<file path="src/rtl/sg_dma_pkg.sv">
// Package: shared types and encodings for the scatter-gather sequencer.
// Assumes 32-bit configuration words with the field layout given below.
package sg_dma_pkg;

    // Sequencer states
    typedef enum logic [3:0] {
        ST_ARB  = 4'd0,   // idle, presenting request to arbiter
        ST_F0   = 4'd1,   // read descriptor word 0
        ST_F1   = 4'd2,   // read word 1, capture word 0
        ST_F2   = 4'd3,   // read word 2, capture word 1
        ST_CHK  = 4'd4,   // capture configuration word and decide
        ST_RD   = 4'd5,   // read one source word
        ST_WR   = 4'd6,   // write that word to its destination
        ST_INV  = 4'd7,   // write back primary configuration as invalid
        ST_HALT = 4'd8    // stopped on an invalid descriptor
    } sg_state_e;

    // Configuration word layout
    typedef struct packed {
        logic [1:0] dst_step;
        logic [1:0] dst_width;
        logic [1:0] src_step;
        logic [1:0] src_width;
        logic [2:0] wr_prot;
        logic [2:0] rd_prot;
        logic [3:0] count_pow;
        logic [9:0] last_idx;
        logic       spare;
        logic [2:0] mode;
    } sg_cfg_t;

    localparam logic [2:0] MODE_INVALID = 3'b000;
    localparam logic [2:0] MODE_BASIC   = 3'b001;
    localparam logic [2:0] MODE_PRI_SG  = 3'b110;
    localparam logic [1:0] CODE_WORD    = 2'b10;
    localparam logic [3:0] PRI_POW      = 4'b0010;
    localparam int         IDX_W        = 10;

endpackage

</file>
<file path="src/rtl/sg_cfg_decode.sv">
// Module: sg_cfg_decode
// Splits a configuration word into the fields the sequencer needs and
// classifies it as an acceptable primary or as an invalid/basic alternate.
// Assumes the word is stable while the sequencer samples the outputs.
module sg_cfg_decode
    import sg_dma_pkg::*;
(
    input  logic [31:0]      cfg_word,
    output logic [IDX_W-1:0] last_idx,
    output logic             pri_ok,
    output logic             alt_invalid,
    output logic             alt_basic
);
    sg_cfg_t f;
    logic    unused_cfg_bits;

    // Purpose: view the raw word as fields.
    assign f = sg_cfg_t'(cfg_word);

    // Purpose: protection bits and spare bit take no part in sequencing.
    assign unused_cfg_bits = ^{f.wr_prot, f.rd_prot, f.spare};

    // Purpose: classify the word.
    always_comb begin
        last_idx    = f.last_idx;
        pri_ok      = (f.dst_step == CODE_WORD) && (f.dst_width == CODE_WORD) &&
                      (f.src_step == CODE_WORD) && (f.src_width == CODE_WORD) &&
                      (f.count_pow == PRI_POW)  && (f.mode == MODE_PRI_SG);
        alt_invalid = (f.mode == MODE_INVALID);
        alt_basic   = (f.mode == MODE_BASIC);
    end
endmodule

</file>
<file path="src/rtl/sg_addr_gen.sv">
// Module: sg_addr_gen
// Forms the byte address of one word transfer counted back from an end
// pointer: end - (last - cur) * word_bytes. Assumes cur <= last.
module sg_addr_gen #(
    parameter int AW         = 32,
    parameter int CW         = 10,
    parameter int WORD_BYTES = 4
) (
    input  logic [AW-1:0] end_ptr,
    input  logic [CW-1:0] last_idx,
    input  logic [CW-1:0] cur_idx,
    output logic [AW-1:0] addr
);
    localparam int SHIFT = $clog2(WORD_BYTES);

    logic [CW-1:0] remain;

    // Purpose: words still to go after this one, scaled to bytes.
    always_comb begin
        remain = last_idx - cur_idx;
        addr   = end_ptr - (AW'(remain) << SHIFT);
    end
endmodule

</file>
<file path="src/rtl/sg_dma_seq.sv">
// Module: sg_dma_seq (top)
// Single-channel peripheral scatter-gather sequencer. A granted request runs
// a primary cycle that copies four words into the alternate descriptor,
// invalidates the primary and falls straight into the alternate cycle.
// Assumes a memory that answers a read in the following cycle and accepts a
// write at the edge it is presented, with no wait states.
module sg_dma_seq
    import sg_dma_pkg::*;
#(
    parameter int            AW       = 32,
    parameter logic [AW-1:0] PRI_BASE = '0,
    parameter logic [AW-1:0] ALT_BASE = AW'(16)
) (
    input  logic          clk,
    input  logic          rst_n,
    input  logic          periph_req,
    output logic          arb_req,
    input  logic          arb_grant,
    output logic          mem_req,
    output logic          mem_we,
    output logic [AW-1:0] mem_addr,
    output logic [31:0]   mem_wdata,
    input  logic [31:0]   mem_rdata,
    output logic          done,
    output logic          err,
    input  logic          err_clr
);
    localparam int            CW       = IDX_W;
    localparam logic [CW-1:0] PRI_LAST = CW'((1 << int'(PRI_POW)) - 1);
    localparam logic [AW-1:0] OFS_SRC  = AW'(0);
    localparam logic [AW-1:0] OFS_DST  = AW'(4);
    localparam logic [AW-1:0] OFS_CFG  = AW'(8);
    localparam int            NPTR     = 2;

    sg_state_e     state;
    logic          alt_ph;
    logic          basic_q;
    logic [AW-1:0] end_q [NPTR];
    logic [31:0]   cfg_q;
    logic [CW-1:0] idx;
    logic [CW-1:0] last_q;
    logic          done_q;
    logic          err_q;

    logic [CW-1:0] dec_last;
    logic          pri_ok, alt_invalid, alt_basic;
    logic          err_set;
    logic [AW-1:0] base;
    logic [AW-1:0] xaddr [NPTR];

    // Purpose: decode the configuration word as it arrives from memory.
    sg_cfg_decode u_dec (
        .cfg_word    (mem_rdata),
        .last_idx    (dec_last),
        .pri_ok      (pri_ok),
        .alt_invalid (alt_invalid),
        .alt_basic   (alt_basic)
    );

    // Purpose: one address generator per pointer (0 = source, 1 = destination).
    for (genvar g = 0; g < NPTR; g++) begin : g_addr
        sg_addr_gen #(.AW(AW), .CW(CW), .WORD_BYTES(4)) u_ag (
            .end_ptr  (end_q[g]),
            .last_idx (last_q),
            .cur_idx  (idx),
            .addr     (xaddr[g])
        );
    end

    // Purpose: descriptor base of the current phase and the error condition.
    assign base    = alt_ph ? ALT_BASE : PRI_BASE;
    assign err_set = (state == ST_CHK) && (alt_ph ? alt_invalid : !pri_ok);

    // Purpose: main sequencing state machine.
    always_ff @(posedge clk) begin
        if (!rst_n) begin
            state   <= ST_ARB;
            alt_ph  <= 1'b0;
            basic_q <= 1'b0;
            end_q   <= '{default: '0};
            cfg_q   <= '0;
            idx     <= '0;
            last_q  <= '0;
        end else begin
            case (state)
                ST_ARB: begin
                    if (periph_req && arb_grant) begin
                        state  <= ST_F0;
                        alt_ph <= 1'b0;
                    end
                end
                ST_F0: state <= ST_F1;
                ST_F1: begin
                    end_q[0] <= mem_rdata[AW-1:0];
                    state    <= ST_F2;
                end
                ST_F2: begin
                    end_q[1] <= mem_rdata[AW-1:0];
                    state    <= ST_CHK;
                end
                ST_CHK: begin
                    cfg_q <= mem_rdata;
                    idx   <= '0;
                    if (err_set) begin
                        state <= ST_HALT;
                    end else begin
                        last_q  <= alt_ph ? dec_last : PRI_LAST;
                        basic_q <= alt_ph && alt_basic;
                        state   <= ST_RD;
                    end
                end
                ST_RD: state <= ST_WR;
                ST_WR: begin
                    if (idx == last_q) begin
                        if (!alt_ph) begin
                            state <= ST_INV;
                        end else begin
                            state  <= ST_ARB;
                            alt_ph <= 1'b0;
                        end
                    end else begin
                        idx   <= idx + 1'b1;
                        state <= ST_RD;
                    end
                end
                ST_INV: begin
                    alt_ph <= 1'b1;
                    state  <= ST_F0;
                end
                ST_HALT: begin
                    if (err_clr) state <= ST_ARB;
                end
                default: state <= ST_ARB;
            endcase
        end
    end

    // Purpose: one-clock completion pulse and sticky error flag.
    always_ff @(posedge clk) begin
        if (!rst_n) begin
            done_q <= 1'b0;
            err_q  <= 1'b0;
        end else begin
            done_q <= (state == ST_WR) && alt_ph && basic_q && (idx == last_q);
            if (err_set)      err_q <= 1'b1;
            else if (err_clr) err_q <= 1'b0;
        end
    end

    // Purpose: drive the memory port from the current state.
    always_comb begin
        mem_req   = 1'b0;
        mem_we    = 1'b0;
        mem_addr  = '0;
        mem_wdata = '0;
        case (state)
            ST_F0: begin mem_req = 1'b1; mem_addr = base + OFS_SRC; end
            ST_F1: begin mem_req = 1'b1; mem_addr = base + OFS_DST; end
            ST_F2: begin mem_req = 1'b1; mem_addr = base + OFS_CFG; end
            ST_RD: begin mem_req = 1'b1; mem_addr = xaddr[0]; end
            ST_WR: begin
                mem_req   = 1'b1;
                mem_we    = 1'b1;
                mem_addr  = xaddr[1];
                mem_wdata = mem_rdata;
            end
            ST_INV: begin
                mem_req   = 1'b1;
                mem_we    = 1'b1;
                mem_addr  = PRI_BASE + OFS_CFG;
                mem_wdata = cfg_q & ~32'h7;
            end
            default: ;
        endcase
    end

    // Purpose: arbiter request and status outputs.
    assign arb_req = (state == ST_ARB) && periph_req;
    assign done    = done_q;
    assign err     = err_q;

    // completion pulse never lasts two clocks.
    assert_done_single_R9: assert property (@(posedge clk) disable iff (!rst_n)
        done |=> !done);

    // write-back is followed directly by the alternate fetch, unarbitrated.
    assert_no_rearb_R6: assert property (@(posedge clk) disable iff (!rst_n)
        (state == ST_INV) |=> (mem_req && !mem_we && mem_addr == ALT_BASE && !arb_req));

    // a primary fetch begins only after a granted request.
    assert_start_granted_R2: assert property (@(posedge clk) disable iff (!rst_n)
        (state == ST_F0 && !alt_ph) |-> $past(arb_req && arb_grant));

    // transfer index never passes its last value.
    assert_idx_bound_R7: assert property (@(posedge clk) disable iff (!rst_n)
        (state == ST_RD || state == ST_WR) |-> (idx <= last_q));

    // error stays set until cleared.
    assert_err_sticky_R11: assert property (@(posedge clk) disable iff (!rst_n)
        (err && !err_clr) |=> err);

    // a rejected primary leads to a halt with no memory access.
    assert_bad_pri_halts_R4: assert property (@(posedge clk) disable iff (!rst_n)
        (state == ST_CHK && !alt_ph && !pri_ok) |=> (!mem_req && err));

    // the invalidating write follows exactly four primary copies.
    assert_pri_count_R3: assert property (@(posedge clk) disable iff (!rst_n)
        (state == ST_INV) |-> (last_q == PRI_LAST && $past(idx) == PRI_LAST));
endmodule

</file>
<file path="config.mk">
export PLATFORM = sky130hd
export DESIGN_NAME = sg_dma_seq
export DESIGN_NICKNAME = d
export VERILOG_FILES = /design/src/rtl/sg_dma_pkg.sv /design/src/rtl/sg_cfg_decode.sv /design/src/rtl/sg_addr_gen.sv /design/src/rtl/sg_dma_seq.sv
export SDC_FILE = /design/constraint.sdc
export NUM_CORES = 1
export LEC_CHECK = 0
export CORE_UTILIZATION = 45
export DETAILED_ROUTE_END_ITERATION = 7
export PLACE_DENSITY = 0.68
export RECOVER_POWER = 100
export SLEW_MARGIN = 0
export SYNTH_ARGS = -nofsm -noshare
export SYNTH_HDL_FRONTEND = slang
export SYNTH_SLANG_ARGS = --single-unit
</file>
<file path="constraint.sdc">
create_clock -name clk -period 6.4 [get_ports clk]
set_input_delay 1.28 -clock clk [delete_from_list [all_inputs] [get_ports clk]]
set_output_delay 1.28 -clock clk [all_outputs]
set_load 0.005 [all_outputs]
</file>
==> metrics, run 1 <==
Slew @ Worst Pin=2.50 ns; Post-Syn Area=0.00707 mm2; setup TNS=0 ns; Max Root-Sink Buffers=2; CTS Buf Count=17; delay-heaviest family, CP=compound AO/OA/AOI/OAI gates; layout net count=1,052; Pwr Total=2.11 mW; Worst EP arrival=4.84 ns; CP cell instances=ha_1 > inv_1 > fa_1 > a21o_1 > a21oi_1 > o21bai_1 > a21oi_1 > xor2_1 > ha_1 > o21a_1 > nor2_1 > a211oi_1 > or4_4 > or2_4 > xor2_1 > o22ai_1 > clkdlybuf4s50_1; failing checks=max-capacitance violations, max-slew violations; initial antenna violation count=0; Crit-path slowest cell=or4_4; wire length per cell=17.0 um; CTS sink count=121; dpl ws=0.755 ns; overall fraction of global-route tracks in use=0.262; # IOs=106; Worst Setup End Kind=output port; die area=0.0162 mm2; die width=127 um; status=finished with violations; Avg Cell Area, Syn=7.76 um2; Syn. warnings=0; CTS clock-pin slew for the worst setup and hold paths=0.05 ns; Initial Utilization=0.463; drc violations=0; sequential area share after synthesis=0.343; final wirelength=20,700 um; post-synth cell types=61; Syn Inst Count=911; Hold Buf Count CTS=0; Hold Vio Cnt, Final=0; fmax=0.163 GHz; LEAKAGE=3.46 nW; commonest non-fill, non-tap cell in the layout=nand2_1; CP Class=reg2out; unrepaired setup endpoints after global routing=no; required time of the critical path=5.12 ns; Top Layer Used=met4; max_cap viols=3; syn_nets=970; asr flop ratio synth=0; Synth Flop Type=dfxtp_1; period utilisation layout=0.956; Die Ht=127 um; # setup viols final=0; post-route ant nets=0; setup bufs post-CTS=0; Final Wtd Congestion=0.862; routed wl met2=8830 um; total grt overflow=0; Clock Latency Late Sink=0.42 ns; clk_skew=0.00947 ns; slowest stage delay, CP=0.59 ns; worst-path fanout max=5; Cell Rows=45; flops & latches, synth=121; TritonCTS clock tree=yes; number of flops mapped to enable cells by yosys=0; met3 WL=1140 um; vias per cell=5.55; htree depth=4; Layout area overhead=26.9%; worst setup margin=0.280 ns; vias in the first global route=6,056; Metal-1 WL=10,500 um; number of port buffers=105; Pins Over Slew Limit=98; pwr/cell area=236 mW/mm2; post-CTS resize count=0; most frequent cells in the layout=252 x nand2_1, 121 x dfxtp_1, 100 x a21boi_0, 63 x dlygate4sd3_1, 41 x clkdlybuf4s50_1; core area=0.0153 mm2; maximum vdd drop=173 uV; WP buf/inv=2; minimum clock period=6.12 ns; root buf cell=clkbuf_16; ANT cells=0; Critical Path Source Type=flip-flop; worst hold margin=0.460 ns; first-pass GRT wire length=33,000 um; hold crit path type=reg2reg; DPL Wire Length=14,100 um; final core area utilization=0.588; share of layout cells above drive strength 1=0.0547; Detailed Route Iter0 Violations=540; routed via count=6,757; Slew HR=-0.673; pin count of the biggest net entering global routing=77; TritonRoute pass-1 iters=5
## per-stage QoR
stage | cells | cell area [um2]
after global placement | 1185 | 8280
after floorplan | 911 | 7070
final | 1217 | 8970
after CTS | 1217 | 8990
after global routing | 1217 | 8970
after detailed placement | 1185 | 8280
## area by class of cell
cell class              count  area, um2
fillers                  1449       6290
multi-input cells         719       4390
flip-flops and latches    121       2420
repair buffers            116       1120
clock buffers              22        494
well taps                 211        264
clock inverters            10        210
inverters                  18       67.6
## synthesized netlist by cell type, types with 2 or more instances
cell type | number | area, um2
a31oi_1 | 4 | 25.0
nor4_1 | 11 | 68.8
o21bai_1 | 2 | 15.0
xnor2_1 | 20 | 175
nand3b_1 | 2 | 15.0
or4_1 | 4 | 30.0
nand2b_1 | 10 | 62.6
dfxtp_1 | 121 | 2420
a21boi_0 | 100 | 751
nand2_1 | 252 | 946
fa_1 | 2 | 40.0
nand3_1 | 17 | 85.1
o31a_1 | 2 | 17.5
clkbuf_1 | 47 | 176
a22o_1 | 32 | 280
mux2i_1 | 12 | 120
o221ai_1 | 2 | 17.5
nand4_1 | 5 | 31.3
or3_1 | 8 | 50.1
nor2_1 | 41 | 154
and2_1 | 6 | 37.5
inv_1 | 18 | 67.6
o21ai_0 | 12 | 60.1
a211oi_1 | 3 | 22.5
nor2b_1 | 12 | 75.1
and3_1 | 5 | 31.3
nor3_1 | 18 | 90.1
mux2_2 | 2 | 22.5
a311oi_1 | 2 | 17.5
a21oi_1 | 17 | 85.1
a21o_1 | 5 | 37.5
a22oi_1 | 4 | 30.0
xor2_1 | 35 | 307
o211a_1 | 3 | 30.0
buf_1 | 5 | 18.8
nor4bb_1 | 2 | 20.0
o2111ai_1 | 3 | 26.3
o22ai_1 | 15 | 93.8
ha_1 | 20 | 250
o31ai_1 | 4 | 30.0
or2_2 | 3 | 18.8
o21a_1 | 4 | 30.0
## worst paths after layout
path / startpoint / endpoint / slack (ns) / depth (start not counted)
max: idx[0] / mem_addr[30] / 0.28 / 17
min: cfg_q[7] / cfg_q[7] / 0.46 / 2
max reg2reg: state[0] / end_q[24] / 3.19 / 4
min reg2reg: cfg_q[7] / cfg_q[7] / 0.46 / 2
## registers in the layout (all words and copies together) (netlist names)
| register | cells |
|---|---|
| end_q | 64 |
| cfg_q | 29 |
| idx | 10 |
| last_q | 10 |
| state | 4 |
| alt_ph | 1 |
| basic_q | 1 |
| done | 1 |
| err | 1 |
## where the power goes
part           internal (mW)  leakage [nW]  total (mW)  switching (mW)
registers              0.761         0.975       0.772          0.0105
clock network          0.783         0.343        1.14           0.352
logic                 0.0921          2.15       0.208           0.116
total                   1.64          3.46        2.11           0.478
## tightest hold or removal path, stage by stage (launching register included)
cell,delay [ns]
dfxtp_1,0.30
nand2_1,0.05
a21boi_0,0.06
## kinds of logic (layout without fill, tap and decap cells)
| logic type | after synthesis | count (layout) | synth area share |
|---|---|---|---|
| xor+xnor | 55 | 55 | 0.0681 |
| simple gates | 405 | 405 | 0.255 |
| fa+ha+maj | 23 | 23 | 0.0425 |
| mux | 14 | 14 | 0.0202 |
| flops | 121 | 121 | 0.343 |
| buf+inv | 71 | 166 | 0.0387 |
| compound gates | 222 | 222 | 0.233 |
## routing by layer
metal / up-vias / GRT usage
li1: 3335 / -
met1: 3185 / 0.390
met2: 217 / 0.388
met3: 20 / 0.0415
met4: 0 / 0.0714
met5: - / 0
Note: power is estimated with default switching activity, not from simulation.
==> inputs of run 2 (changes only) <==
Settings changed: CELL_PAD_IN_SITES_DETAIL_PLACEMENT from default to 0, CELL_PAD_IN_SITES_GLOBAL_PLACEMENT from default to 1, CORE_UTILIZATION 45 to 40, PLACE_DENSITY 0.68 to default, PLACE_DENSITY_LB_ADDON from default to 0.1, SLEW_MARGIN 0 to 10.
==> metrics, run 2 (synthesis results as in run 1) <==
Worst EP arrival=4.83 ns (about the same); Detailed Route Iter0 Violations=419 (-22%); first-pass GRT wire length=34,100 um (+3.4%); drc violations=0 (unchanged); Die Ht=135 um (+6.0%); post-CTS resize count=0 (unchanged); Max Root-Sink Buffers=2 (unchanged); Pins Over Slew Limit=115 (+17%); ANT cells=0 (unchanged); CTS sink count=121 (unchanged); Crit-path slowest cell=dfxtp_1; TritonCTS clock tree=yes; die width=135 um (+6.0%); maximum vdd drop=186 uV (+7.3%); hold crit path type=reg2reg; final core area utilization=0.515 (-0.0727); max_cap viols=3 (unchanged); share of layout cells above drive strength 1=0.0546 (about the same); post-route ant nets=0 (unchanged); # IOs=106 (unchanged); failing checks=max-capacitance violations, max-slew violations; htree depth=4 (unchanged); layout net count=1,053 (+0.095%); period utilisation layout=0.954 (-0.00218); Final Cell Area=0.00891 mm2 (-0.66%); LEAKAGE=3.42 nW (-1.2%); worst setup margin=0.294 ns (+0.0139 ns); Hold Buf Count CTS=0 (unchanged); CP Class=reg2out; worst-path fanout max=15 (+10); register with the most flip-flops=end_q; top flop regs=end_q (64), cfg_q (29); status=finished with violations; setup bufs post-CTS=0 (unchanged); TritonRoute pass-1 iters=5 (unchanged); Cell Rows=48 (+6.7%); most frequent cells in the layout=252 x nand2_1, 121 x dfxtp_1, 100 x a21boi_0, 65 x dlygate4sd3_1, 40 x nor2_1; CP cell instances=nand4bb_1 > mux2i_1 > ha_1 > fa_1 > nor2b_1 > o31ai_1 > a211oi_1 > or4_4 > or2_4 > xor2_1 > o22ai_1 > clkdlybuf4s50_1; commonest non-fill, non-tap cell in the layout=nand2_1; CTS clock-pin slew for the worst setup and hold paths=0.06 ns (about the same); Inst Count DP=1,200 (+1.3%); Slew @ Worst Pin=3.04 ns (+0.539 ns); pin count of the biggest net entering global routing=82 (+6.5%); wire length per cell=17.6 um (+3.5%); Area after DPL=0.00831 mm2 (+0.30%); Critical Path Source Type=flip-flop; fin cells=1,232 (+1.2%); core area=0.0173 mm2 (+13%); vias per cell=5.35 (-3.7%); root buf cell=clkbuf_16; Final Wtd Congestion=0.836 (-3.0%); R2R Path Start=state[2]; total grt overflow=0 (unchanged); routed via count=6,588 (-2.5%); CTS Buf Count=17 (unchanged); # setup viols final=0 (unchanged); Clock Latency Late Sink=0.42 ns (about the same); clk_skew=0.00799 ns (-0.00147 ns); Layout area overhead=26.0%; worst hold margin=0.446 ns (-0.0149 ns); initial antenna violation count=0 (unchanged); Pwr Total=1.99 mW (-5.8%); number of port buffers=105 (unchanged); Critical Path Source=state[1]; unrepaired setup endpoints after global routing=no; fmax=0.164 GHz (+0.23%); Hold Vio Cnt, Final=0 (unchanged); hold_sp=basic_q; DPL Wire Length=15,000 um (+6.3%); Initial Utilization=0.409 (-0.0546); max FFs per register=64 (unchanged); dpl ws=0.644 ns (-0.111 ns); slowest stage delay, CP=0.60 ns (about the same); pwr/cell area=224 mW/mm2 (-5.2%); die area=0.0182 mm2 (+12%); overall fraction of global-route tracks in use=0.246 (-0.0154); Worst Setup End Kind=output port; required time of the critical path=5.12 ns (about the same); Slew HR=-1.03 (-0.353); minimum clock period=6.11 ns (-0.0139 ns); vias in the first global route=6,150 (+1.6%); final wirelength=21,700 um (+4.8%); setup TNS=0 ns (unchanged)
run 2: power breakdown:
group,internal [mW],total (mW),switching (mW)
Clock,0.635,1.01,0.375
Combinational,0.0940,0.213,0.119
Sequential,0.761,0.769,0.00838
run 2: path summary, 6_finish.rpt:
check                      end  slack (ns)  cells after the start
hold / removal            done        0.45                      2
setup / recovery  mem_addr[30]        0.29                     12
setup reg to reg     last_q[6]        2.77                      6
hold reg to reg           done        0.45                      2
run 2: final cells by class:
cell class	count	area [um2]
multi-input cells	719	4390
inverters	18	67.6
clock buffers	19	453
repair buffers	117	1130
fillers	1714	8380
well taps	225	282
flip-flops and latches	121	2420
clock inverters	13	169
run 2: metal layers:
metal  up-vias  part of all wire  GRT usage
li1       3331                 -          -
met1      3068              0.53      0.368
met2       166              0.41      0.349
met3        23             0.049     0.0518
met4         0             0.014     0.0730
met5         -                 0          0
run 2: critical path, delay by kind of cell, from the launching register on:
| family | cells | cell delay, ns |
|---|---|---|
| flops | 1 | 0.60 |
| simple gates | 4 | 1.44 |
| fa+ha+maj | 2 | 0.46 |
| buf+inv | 1 | 0.55 |
| mux | 1 | 0.39 |
| compound gates | 3 | 0.83 |
| xor+xnor | 1 | 0.14 |
